File: src/rtl/lmr_pkg.sv
package lmr_pkg;

    localparam logic [7:0]  OFF_FSEG   = 8'h59;
    localparam logic [7:0]  OFF_SMRAM  = 8'h72;
    localparam logic [7:0]  SMRAM_RST  = 8'h02;
    localparam int unsigned SMR_OPEN_BIT = 6;
    localparam int unsigned SMR_SMM_BIT  = 3;

    localparam logic [19:0] VID_BASE  = 20'hA0000;
    localparam logic [19:0] OPT_BASE  = 20'hC0000;
    localparam logic [19:0] FSEG_BASE = 20'hF0000;

    typedef enum logic [1:0] {
        RGN_OUT   = 2'd0,
        RGN_VIDEO = 2'd1,
        RGN_SEG   = 2'd2
    } region_e;

    typedef enum logic [1:0] {
        RT_BUS     = 2'd0,
        RT_DRAM_RO = 2'd1,
        RT_DRAM_RW = 2'd2
    } route_e;

    typedef struct packed {
        logic dram_sel;
        logic bus_fwd;
        logic wr_drop;
    } verdict_t;

    function automatic route_e code_to_route(input logic [1:0] code);
        case (code)
            2'd3:    return RT_DRAM_RW;
            2'd1:    return RT_DRAM_RO;
            default: return RT_BUS;
        endcase
    endfunction

endpackage

File: src/rtl/lmr_cfg_regs.sv
module lmr_cfg_regs
    import lmr_pkg::*;
#(
    parameter int unsigned PAM_N = 7
) (
    input  logic                  clk,
    input  logic                  rst,
    input  logic                  we,
    input  logic [7:0]            addr,
    input  logic [7:0]            wdata,
    output logic [7:0]            rdata,
    output logic [PAM_N-1:0][7:0] pam_q,
    output logic [7:0]            smram_q
);
    localparam int unsigned IW      = (PAM_N > 1) ? $clog2(PAM_N) : 1;
    localparam logic [7:0]  PAM_END = OFF_FSEG + 8'(PAM_N);

    logic [7:0]    rel;
    logic [IW-1:0] idx;
    logic          hit_pam;
    logic          hit_smr;

    assign rel     = addr - OFF_FSEG;
    assign idx     = rel[IW-1:0];
    assign hit_pam = (addr >= OFF_FSEG) && (addr < PAM_END);
    assign hit_smr = (addr == OFF_SMRAM);

    always_ff @(posedge clk) begin
        if (rst) begin
            pam_q   <= '0;
            smram_q <= SMRAM_RST;
        end else if (we) begin
            if (hit_pam) pam_q[idx] <= wdata;
            if (hit_smr) smram_q    <= wdata;
        end
    end

    always_comb begin
        rdata = 8'h00;
        if (hit_pam)      rdata = pam_q[idx];
        else if (hit_smr) rdata = smram_q;
    end

    // reset values
    p_reset_vals_r1: assert property (@(posedge clk)
        rst |=> (smram_q == SMRAM_RST && pam_q == '0));

    // writes elsewhere leave the bank untouched
    p_ignore_other_r2: assert property (@(posedge clk) disable iff (rst)
        !(we && (hit_pam || hit_smr)) |=> ($stable(pam_q) && $stable(smram_q)));

endmodule

File: src/rtl/lmr_seg_lookup.sv
module lmr_seg_lookup
    import lmr_pkg::*;
#(
    parameter int unsigned ADDR_W    = 32,
    parameter int unsigned NUM_SEG   = 12,
    parameter int unsigned SEG_SHIFT = 14,
    parameter int unsigned PAM_N     = 1 + (NUM_SEG + 1) / 2
) (
    input  logic [ADDR_W-1:0]     addr,
    input  logic [PAM_N-1:0][7:0] pam_q,
    output region_e               region,
    output logic [1:0]            code
);
    localparam int unsigned SW = (NUM_SEG > 1) ? $clog2(NUM_SEG) : 1;

    logic [1:0]  seg_code [NUM_SEG];
    logic        hi_zero;
    logic [19:0] low;
    logic [19:0] off;
    logic [19:0] off_sh;
    logic [SW-1:0] sidx;

    for (genvar g = 0; g < NUM_SEG; g++) begin : g_seg
        if (g % 2 == 0) begin : g_even
            assign seg_code[g] = pam_q[1 + g/2][1:0];
        end else begin : g_odd
            assign seg_code[g] = pam_q[1 + g/2][5:4];
        end
    end

    assign hi_zero = (addr[ADDR_W-1:20] == '0);
    assign low     = addr[19:0];
    assign off     = low - OPT_BASE;
    assign off_sh  = off >> SEG_SHIFT;
    assign sidx    = off_sh[SW-1:0];

    always_comb begin
        region = RGN_OUT;
        code   = 2'd0;
        if (hi_zero && low >= VID_BASE) begin
            if (low < OPT_BASE) begin
                region = RGN_VIDEO;
            end else if (low >= FSEG_BASE) begin
                region = RGN_SEG;
                code   = pam_q[0][5:4];
            end else begin
                region = RGN_SEG;
                code   = seg_code[sidx];
            end
        end
    end

endmodule

File: src/rtl/lmr_window_decoder.sv
module lmr_window_decoder
    import lmr_pkg::*;
#(
    parameter int unsigned ADDR_W    = 32,
    parameter int unsigned NUM_SEG   = 12,
    parameter int unsigned SEG_SHIFT = 14
) (
    input  logic              clk,
    input  logic              rst,
    input  logic              cfg_we,
    input  logic [7:0]        cfg_addr,
    input  logic [7:0]        cfg_wdata,
    output logic [7:0]        cfg_rdata,
    input  logic              smm_active,
    input  logic [ADDR_W-1:0] acc_addr,
    input  logic              acc_write,
    output logic              dram_sel,
    output logic              bus_fwd,
    output logic              wr_drop
);
    localparam int unsigned PAM_N = 1 + (NUM_SEG + 1) / 2;

    logic [PAM_N-1:0][7:0] pam_q;
    logic [7:0]            smram_q;
    region_e               region;
    logic [1:0]            code;
    route_e                route;
    verdict_t              vd;
    logic                  vid_open;

    lmr_cfg_regs #(.PAM_N(PAM_N)) u_regs (
        .clk     (clk),
        .rst     (rst),
        .we      (cfg_we),
        .addr    (cfg_addr),
        .wdata   (cfg_wdata),
        .rdata   (cfg_rdata),
        .pam_q   (pam_q),
        .smram_q (smram_q)
    );

    lmr_seg_lookup #(
        .ADDR_W(ADDR_W), .NUM_SEG(NUM_SEG),
        .SEG_SHIFT(SEG_SHIFT), .PAM_N(PAM_N)
    ) u_lookup (
        .addr   (acc_addr),
        .pam_q  (pam_q),
        .region (region),
        .code   (code)
    );

    assign vid_open = smram_q[SMR_OPEN_BIT] || (smm_active && smram_q[SMR_SMM_BIT]);
    assign route    = code_to_route(code);

    always_comb begin
        vd = '{dram_sel: 1'b1, bus_fwd: 1'b0, wr_drop: 1'b0};
        case (region)
            RGN_VIDEO: begin
                vd.dram_sel = vid_open;
                vd.bus_fwd  = !vid_open;
            end
            RGN_SEG: begin
                vd.dram_sel = (route != RT_BUS);
                vd.bus_fwd  = (route == RT_BUS);
                vd.wr_drop  = (route == RT_DRAM_RO) && acc_write;
            end
            default: ;
        endcase
    end

    assign dram_sel = vd.dram_sel;
    assign bus_fwd  = vd.bus_fwd;
    assign wr_drop  = vd.wr_drop;

    // one destination only
    p_one_dest_r10: assert property (@(posedge clk) disable iff (rst)
        $countones({dram_sel, bus_fwd}) == 1);

    // drop only on a DRAM write
    p_drop_qual_r10: assert property (@(posedge clk) disable iff (rst)
        wr_drop |-> (dram_sel && acc_write));

    // outside the window always DRAM
    p_outside_r9: assert property (@(posedge clk) disable iff (rst)
        (acc_addr >= ADDR_W'(32'h100000) || acc_addr < ADDR_W'(32'hA0000))
        |-> (dram_sel && !wr_drop));

    // forcing the video hole open applies from the next cycle
    p_open_next_r11: assert property (@(posedge clk) disable iff (rst)
        (cfg_we && cfg_addr == OFF_SMRAM && cfg_wdata[SMR_OPEN_BIT])
        |=> (region != RGN_VIDEO || dram_sel));

endmodule

File: config.mk
export PLATFORM = sky130hd
export DESIGN_NAME = lmr_window_decoder
export DESIGN_NICKNAME = d
export VERILOG_FILES = /design/src/rtl/lmr_pkg.sv /design/src/rtl/lmr_cfg_regs.sv /design/src/rtl/lmr_seg_lookup.sv /design/src/rtl/lmr_window_decoder.sv
export SDC_FILE = /design/constraint.sdc
export NUM_CORES = 1
export LEC_CHECK = 0
export BUFFER_PORTS_ARGS = -buffer_cell sky130_fd_sc_hd__buf_2
export CORE_ASPECT_RATIO = 1.5
export CORE_UTILIZATION = 45
export CTS_CLUSTER_SIZE = 10
export DETAILED_ROUTE_END_ITERATION = 10
export PLACE_DENSITY = 0.67
export REMOVE_ABC_BUFFERS = 1
export SETUP_SLACK_MARGIN = 0.05
export SKIP_CTS_REPAIR_TIMING = 1
export SYNTH_ARGS = -nofsm -noshare
export SYNTH_HDL_FRONTEND = slang
export SYNTH_SLANG_ARGS = --single-unit
File: constraint.sdc
create_clock -name clk -period 4.6 [get_ports clk]
set_clock_uncertainty 0.15 [all_clocks]
set_input_delay 0.46 -clock clk [delete_from_list [all_inputs] [get_ports clk]]
set_output_delay 0.46 -clock clk [all_outputs]
set_load 0.01 [all_outputs]
==> results of run 1 <==
-- cells by family after synthesis --
logic type,count (synthesis),share of synthesized area [%]
AOI/OAI and AO/OA,43,10.3
and+or+nand+nor,137,20.3
buffers and inverters,35,4.10
adders and majority gates,3,1.07
xor gates and xnor gates,2,1.03
DFF,64,36.5
muxes,85,26.7
-- worst min path at each step --
stage / cells past startpoint / slack, ps / to / start
after floorplan: 2 / 280 / u_regs.smram_q[7] / u_regs.smram_q[7]
after global placement: 2 / 290 / u_regs.smram_q[5] / u_regs.smram_q[5]
after detailed placement: 2 / 300 / u_regs.smram_q[0] / u_regs.smram_q[0]
after CTS: 3 / 300 / u_regs.smram_q[6] / cfg_wdata[6]
after global routing: 3 / 320 / u_regs.smram_q[6] / cfg_wdata[6]
final: 3 / 310 / u_regs.smram_q[6] / cfg_wdata[6]
-- power groups by stage --
stage	Combinational (W)	Clock, W	Sequential [W]
2_1_floorplan	0.0000553	0	0.000568
3_3_place_gp	0.000118	0	0.000568
3_5_place_dp	0.000120	0	0.000568
4_1_cts	0.000120	0.000628	0.000556
5_1_grt	0.000130	0.000654	0.000556
6_report	0.000120	0.000618	0.000556
-- synthesized netlist by cell type (all sizes together), types with 4 or more instances --
master / count / area [um^2]
inv: 4 / 15.0
mux4: 6 / 135
mux2i: 71 / 711
a21oi: 9 / 45.0
nand2: 25 / 93.8
nand2b: 8 / 50.1
and3: 4 / 25.0
dfxtp: 64 / 1280
nand3b: 4 / 42.5
mux2: 8 / 90.1
nor2: 60 / 225
nand3: 16 / 80.1
buf: 15 / 68.8
clkbuf: 16 / 60.1
a2111oi: 4 / 91.3
o21ai: 8 / 40.0
nor4: 9 / 123
-- flip-flops by register name (all words and copies together), names as in the netlist --
register,flops
u_regs.smram_q,8
u_regs.pam_q,56
-- stage by stage --
step	hold slack, ps	total power [W]	util, %	worst slack (ps)	cells
2_1_floorplan	280	0.000623	-	1460	338
3_3_place_gp	294	0.000686	50.9	1230	502
3_5_place_dp	297	0.000687	50.9	1210	502
4_1_cts	303	0.00130	54.5	1200	517
5_1_grt	321	0.00134	54.5	1080	517
6_report	305	0.00130	54.5	1220	517
-- final cells by class --
class / instances / share of cell area, %
clock buffers: 15 / 6.50
inverters: 4 / 0.364
multi-input cells: 270 / 50.6
flip-flops and latches: 64 / 31.1
well taps: 102 / 3.10
repair buffers: 62 / 8.32
-- layer usage --
layer  vias to the layer above  part of all wire, %
met5                         -                    0
met4                         0                  2.5
met3                        15                  5.5
met2                        94                   50
met1                      1400                   42
li1                       1400                    -
-- critical path, stage by stage --
cell      delay [ps]
buf_2            100
inv_1            190
ha_1             410
xor2_4           560
buf_4            330
nand3_1          100
a311o_1          350
o211ai_1         100
buf_2            160
==> flow_summary.json, run 1 <==
{
  "layout-drive-gt1-share_pct": 23.9,
  "arrival_ps": 2770,
  "num_rows": 39,
  "p_int_w": 0.000987,
  "core-area_um2": 7560,
  "die_y_um": 110,
  "finalHoldViolCount": 0,
  "syn_inst": 369,
  "nFillCells": 683,
  "p_seq_share_pct": 43.0,
  "max-cap-violations": 0,
  "drtIter0Drc": 141,
  "n_antenna_cell": 0,
  "setup_tns_ps": 0,
  "antenna_left": 0,
  "grt_max_degree": 65,
  "grt_pass1_wl_mm": 14.0,
  "crit_type": "in2out",
  "num_io_pins": 64,
  "p_switching_w": 0.000308,
  "tightestPinTransition_ps": 1170,
  "pwr-share-comb_pct": 9.3,
  "wirelength_mm": 8.96,
  "path_clk_slew_ps": 50,
  "synth_ff_type": "dfxtp_1",
  "post-route-min-period_ps": 3380,
  "ys_ff_latch": 64,
  "via_per_inst": 5.63,
  "clkSinkCount": 64,
  "track_usage_pct": 23.6,
  "cts_max_level": 3,
  "area_growth_pct": 17.4,
  "crit_fanout": 15,
  "multi_input_area_um2": 2090,
  "fmax_ghz": 0.296,
  "gp_congestion": 0.819,
  "met1_usage_pct": 29.0,
  "place_hpwl_mm": 6.15,
  "cts_root_buf": "clkbuf_16",
  "powerDensity_nw_per_um2": 314,
  "pwr-share-clk_pct": 47.8,
  "numPortBuffers": 49,
  "overflow": 0,
  "regArea_um2": 1280,
  "drt_first_pass_iters": 4,
  "num_vias": 2909,
  "synth_edf_count": 0,
  "synthArstFlopShare_pct": 0,
  "irDropWorstVdd_mv": 0.208,
  "r2r_slack_ps": 3760,
  "start_util_pct": 46.4,
  "antenna_found_initial": 0,
  "r2r_start": "u_regs.pam_q[25]",
  "rsz0062_at_grt": "no",
  "yosysSeqAreaShare_pct": 36.5,
  "switching_share_pct": 23.8,
  "start_kind": "input port",
  "clk_latency_ps": 330,
  "netlist_area_um2": 3510,
  "worstRegToRegCells": 2,
  "cts_buffers": 9,
  "timing.rr.end": "u_regs.pam_q[25]",
  "layout_common_cells": "71 x mux2i_1, 64 x dfxtp_1, 60 x nor2_1, 49 x buf_2, 25 x nand2_1",
  "endpoint_kind": "output pin",
  "wire_per_inst_um": 17.3,
  "dieWidth_um": 74.1,
  "cp.required_ps": 3990,
  "grt_pass1_vias": 2739,
  "maxSlewViolCount": 0,
  "ys_types": 50,
  "hp-class": "in2reg",
  "cts_tree": "done",
  "gr-max-usage-layer": "met2",
  "post_dp_cell_area_um2": 3850,
  "drc": 0,
  "yosysWarnings": 0,
  "critPathCapture": "cfg_rdata[2]",
  "layout_commonest_cell": "mux2i_1",
  "setup_violations": 0,
  "met3_usage_pct": 5.18,
  "cts_buffer_depth": 2,
  "cp-startpoint": "cfg_addr[0]",
  "relSlewSlack_pct": 22.0,
  "leakagePower_nw": 1.52,
  "design.die.area_um2": 8170,
  "fin_area_um2": 4120,
  "met2_usage_pct": 38.3,
  "synth.avg_cell_area_um2": 9.51,
  "status": "complete, no violations",
  "period_share_pct": 73.5,
  "nets": 467
}
Note: power is estimated with default switching activity, not from simulation.
==> run 2, diff against run 1 <==
--- a/config.mk
+++ b/config.mk
@@ -10,7 +10,7 @@
 export CORE_UTILIZATION = 45
 export CTS_CLUSTER_SIZE = 10
 export DETAILED_ROUTE_END_ITERATION = 10
-export PLACE_DENSITY = 0.67
+export PLACE_DENSITY = 0.69
 export REMOVE_ABC_BUFFERS = 1
 export SETUP_SLACK_MARGIN = 0.05
 export SKIP_CTS_REPAIR_TIMING = 1
==> constraint.sdc (replaced) <==
create_clock -name clk -period 3.01 [get_ports clk]
set_clock_uncertainty 0.15 [all_clocks]
set_input_delay 0.301 -clock clk [delete_from_list [all_inputs] [get_ports clk]]
set_output_delay 0.301 -clock clk [all_outputs]
set_load 0.01 [all_outputs]
==> run 2 against run 1 <==
Global-route usage fell by 0.53 points. Sequential cell count is the same. Critical path type unchanged. Power rose by 67%. Sequential power up 53%. Via count increased by 0.21%. First-iteration DRC count increased by 38%. Clock power grew 81%. Wire length is 0.38% lower. Combinational power rose by 57%.
==> flow_summary.json, run 2 (synthesis results as in run 1) <==
{
  "clk_latency_ps": 330,
  "track_usage_pct": 23.0,
  "grt_pass1_wl_mm": 13.9,
  "status": "complete, no violations",
  "via_per_inst": 5.53,
  "pwr-share-clk_pct": 52.0,
  "num_rows": 39,
  "switching_share_pct": 23.3,
  "drc": 0,
  "drtIter0Drc": 195,
  "arrival_ps": 2090,
  "nets": 476,
  "max-cap-violations": 0,
  "grt_pass1_vias": 2751,
  "gp_congestion": 0.812,
  "layout_common_cells": "71 x mux2i_1, 64 x dfxtp_1, 60 x nor2_1, 49 x buf_2, 25 x nand2_1",
  "p_int_w": 0.00166,
  "cts_max_level": 3,
  "cp.required_ps": 2560,
  "maxSlewViolCount": 0,
  "p_seq_share_pct": 39.3,
  "cts_buffer_depth": 2,
  "pwr-share-comb_pct": 8.7,
  "antenna_left": 0,
  "path_clk_slew_ps": 50,
  "leakagePower_nw": 1.59,
  "largest_registers": "u_regs.pam_q x56, u_regs.smram_q x8",
  "p_switching_w": 0.000504,
  "clkSinkCount": 64,
  "overflow": 0,
  "dieWidth_um": 74.1,
  "design.die.area_um2": 8170,
  "grt_max_degree": 37,
  "drt_first_pass_iters": 4,
  "layout_commonest_cell": "mux2i_1",
  "setup_violations": 0,
  "layout-drive-gt1-share_pct": 26.6,
  "cts_root_buf": "clkbuf_16",
  "relSlewSlack_pct": 50.7,
  "post-route-min-period_ps": 2540,
  "hp-class": "in2reg",
  "setup_tns_ps": 0,
  "r2r_start": "u_regs.pam_q[41]",
  "core-area_um2": 7560,
  "wire_per_inst_um": 16.9,
  "num_vias": 2915,
  "largest_register": "u_regs.pam_q",
  "cts_buffers": 9,
  "place_hpwl_mm": 6.34,
  "wirelength_mm": 8.92,
  "endpoint_kind": "output pin",
  "period_share_pct": 84.3,
  "irDropWorstVdd_mv": 0.404,
  "rsz0062_at_grt": "no",
  "area_growth_pct": 20.8,
  "numPortBuffers": 49,
  "power_w": 0.00216,
  "powerDensity_nw_per_um2": 509,
  "antenna_found_initial": 0,
  "die_y_um": 110,
  "crit_type": "in2out",
  "n_antenna_cell": 0,
  "fmax_ghz": 0.394,
  "tightestPinTransition_ps": 737,
  "start_kind": "input port",
  "holdCritStartpoint": "cfg_wdata[6]",
  "cts_tree": "done",
  "cp-startpoint": "cfg_addr[0]",
  "finalHoldViolCount": 0,
  "num_io_pins": 64,
  "crit_fanout": 7,
  "largest_reg_flops": 56,
  "start_util_pct": 46.4
}
## run 2: routing by layer
layer / global-route usage [%] / routed length [um] / vias up
met3: 4.64 / 392 / 16
met5: 0 / 0 / -
met4: 10.9 / 205 / 0
met1: 27.2 / 3750 / 1399
met2: 39.4 / 4570 / 86
li1: - / - / 1414
## run 2: worst paths after layout
kind                                           to  slack, ps  depth (start not counted)
worst min register to register  u_regs.smram_q[5]        310                          2
worst max register to register   u_regs.pam_q[41]       2200                          2
worst min-delay path            u_regs.smram_q[6]        140                          3
worst max-delay path                 cfg_rdata[2]        470                          8
## run 2: power groups by stage
stage | Combinational [W] | Clock, W | Sequential, W
finish | 0.000188 | 0.00112 | 0.000849
CTS | 0.000188 | 0.00114 | 0.000849
detailed placement | 0.000188 | 0 | 0.000868
floorplan | 0.0000846 | 0 | 0.000867
global placement | 0.000186 | 0 | 0.000867
global route | 0.000202 | 0.00118 | 0.000849
## run 2: cell type report
| cell class | instances | area (um^2) |
|---|---|---|
| Tap cell | 102 | 128 |
| Clock buffer | 10 | 239 |
| Multi-Input combinational cell | 270 | 2090 |
| Clock inverter | 6 | 82.6 |
| Fill cell | 684 | 3320 |
| Sequential cell | 64 | 1280 |
| Timing Repair Buffer | 71 | 410 |
| Inverter | 4 | 15.0 |
## run 2: critical path, stage by stage
cell and delay [ps]:
buf_2 110, inv_1 60, ha_1 320, nor3b_1 210, or3_1 470, a311o_1 360, o211ai_1 100, buf_2 160
## run 2: per-stage QoR
step	setup slack, ps	util, %	area, um^2	std cells	hold WS [ps]
2_1_floorplan	190	-	3380	338	220
3_3_place_gp	485	51.8	3920	511	295
3_5_place_dp	462	51.8	3920	511	297
4_1_cts	456	56.1	4240	527	135
5_1_grt	355	56.1	4240	527	164
6_report	473	56.1	4240	527	142
==> run 3, diff against run 2 <==
==> constraint.sdc (replaced) <==
create_clock -name clk -period 2.1 [get_ports clk]
set_clock_uncertainty 0.15 [all_clocks]
set_input_delay 0.21 -clock clk [delete_from_list [all_inputs] [get_ports clk]]
set_output_delay 0.21 -clock clk [all_outputs]
set_load 0.01 [all_outputs]
==> run 3 against run 2 <==
The run now ends with negative setup slack left. Power is 46% higher. Non-clock buffer count is 33 higher. Setup slack worse by 650 ps. Cell area is 9.8% higher. Die area stayed put. Sequential power is 44% higher. Core utilization is 5.5 points higher. First-iteration DRC count is 24% higher. Register-to-register slack worse by 920 ps. Worst hold slack worse by 97 ps. Sequential share of layout area is 2.6 points lower. Critical endpoint is now bus_fwd.
==> flow_summary.json, run 3 (synthesis results as in run 1) <==
{
  "num_vias": 3102,
  "fin_area_um2": 4660,
  "path_clk_slew_ps": 60,
  "n_antenna_cell": 0,
  "violations": "negative setup slack",
  "layout-drive-gt1-share_pct": 34.8,
  "grt_pass1_wl_mm": 14.7,
  "cts_max_level": 3,
  "drc": 0,
  "overflow": 0,
  "tightestPinTransition_ps": 359,
  "crit_type": "reg2out",
  "wl_met3_um": 410,
  "clk_latency_ps": 340,
  "drt_first_pass_iters": 5,
  "largest_reg_flops": 56,
  "post_dp_cell_area_um2": 4130,
  "status": "complete, but fails checks",
  "design.die.area_um2": 8170,
  "largest_registers": "u_regs.pam_q x56, u_regs.smram_q x8",
  "grt_pass1_vias": 2882,
  "num_io_pins": 64,
  "numPortBuffers": 49,
  "place_hpwl_mm": 6.95,
  "largest_register": "u_regs.pam_q",
  "period_share_pct": 109,
  "endpoint_kind": "output pin",
  "cts_buffers": 9,
  "layout_commonest_cell": "mux2i_1",
  "crit_fanout": 3,
  "clkSinkCount": 64,
  "drtIter0Drc": 242,
  "wire_per_inst_um": 17.9,
  "post-route-min-period_ps": 2280,
  "leakagePower_nw": 1.80,
  "antenna_found_initial": 0,
  "layout_common_cells": "71 x mux2i_1, 60 x nor2_1, 60 x dfxtp_1, 47 x buf_2, 44 x buf_4",
  "rsz0062_at_grt": "yes",
  "setup_violations": 4,
  "hp-class": "in2reg",
  "cp.required_ps": 1740,
  "nets": 509,
  "dieWidth_um": 74.1,
  "maxSlewViolCount": 0,
  "setup_slack_ps": -180,
  "core-area_um2": 7560,
  "fmax_ghz": 0.439,
  "antenna_left": 0,
  "die_y_um": 110,
  "track_usage_pct": 25.0,
  "cts_buffer_depth": 2,
  "start_kind": "flip-flop",
  "irDropWorstVdd_mv": 0.582,
  "num_rows": 39,
  "gp_congestion": 0.871,
  "relSlewSlack_pct": 75.5,
  "start_util_pct": 46.4,
  "area_growth_pct": 32.6,
  "dr_wl_met2_mm": 5.17,
  "max-cap-violations": 0,
  "whs_ps": 44.2,
  "cts_root_buf": "clkbuf_16",
  "arrival_ps": 1920,
  "routed.top_layer": "met4",
  "via_per_inst": 5.55,
  "wirelength_mm": 10.0,
  "powerDensity_nw_per_um2": 679,
  "grt_max_degree": 55,
  "finalHoldViolCount": 0,
  "wl_met1_mm": 4.12,
  "cts_tree": "done"
}
[run 3: changes by cell type in the layout (fill, tap and decap cells not counted), moves of 3 or more]
cell and change:
buf_12 +3, buf_4 +22, buf_6 +6, buf_8 +3, clkinv_2 -3, dfxtp_1 -4, dfxtp_2 +4
[run 3: path summary, 6_finish.rpt]
check	startpoint	endpoint	slack, ps	depth (start not counted)
setup / recovery	u_regs.pam_q[36]	bus_fwd	-180	5
hold reg to reg	u_regs.smram_q[0]	u_regs.smram_q[0]	310	2
hold / removal	cfg_wdata[3]	u_regs.smram_q[3]	40	3
setup reg to reg	u_regs.smram_q[6]	u_regs.smram_q[6]	1280	2
[run 3: area by class of cell]
class	count	area, um^2
well taps	102	128
inverters	4	20.0
repair buffers	104	763
clock inverters	2	37.5
fillers	618	2910
clock buffers	13	270
flip-flops and latches	64	1290
multi-input cells	270	2150
[run 3: power by group]
part / switching (W) / leakage, nW / internal [W]
combinational: 0.000208 / 1.14 / 0.000184
clock: 0.000542 / 0.148 / 0.00101
sequential: 0.00000108 / 0.517 / 0.00122
total: 0.000752 / 1.80 / 0.00241
[run 3: through the flow]
step	TNS (ps)	util, %	setup slack (ps)	power [W]	std cells
after floorplan	-6400	-	-538	0.00136	338
after global placement	-6940	54.6	-159	0.00156	536
after detailed placement	-7570	54.6	-176	0.00156	536
after CTS	-1540	58.7	-250	0.00311	551
after global routing	-627	61.6	-231	0.00326	559
final	-442	61.6	-180	0.00316	559
[run 3: worst max-delay path, stage by stage (launching register included)]
cell	delay (ps)
dfxtp_2	330
mux2_2	260
mux4_2	490
nor3b_2	230
o21ba_1	140
buf_2	120
[run 3: layer usage]
layer | track usage [%] | up-vias
met1 | 29.3 | 1499
met5 | 0 | -
li1 | - | 1493
met4 | 13.2 | 0
met2 | 41.5 | 86
met3 | 6.00 | 24
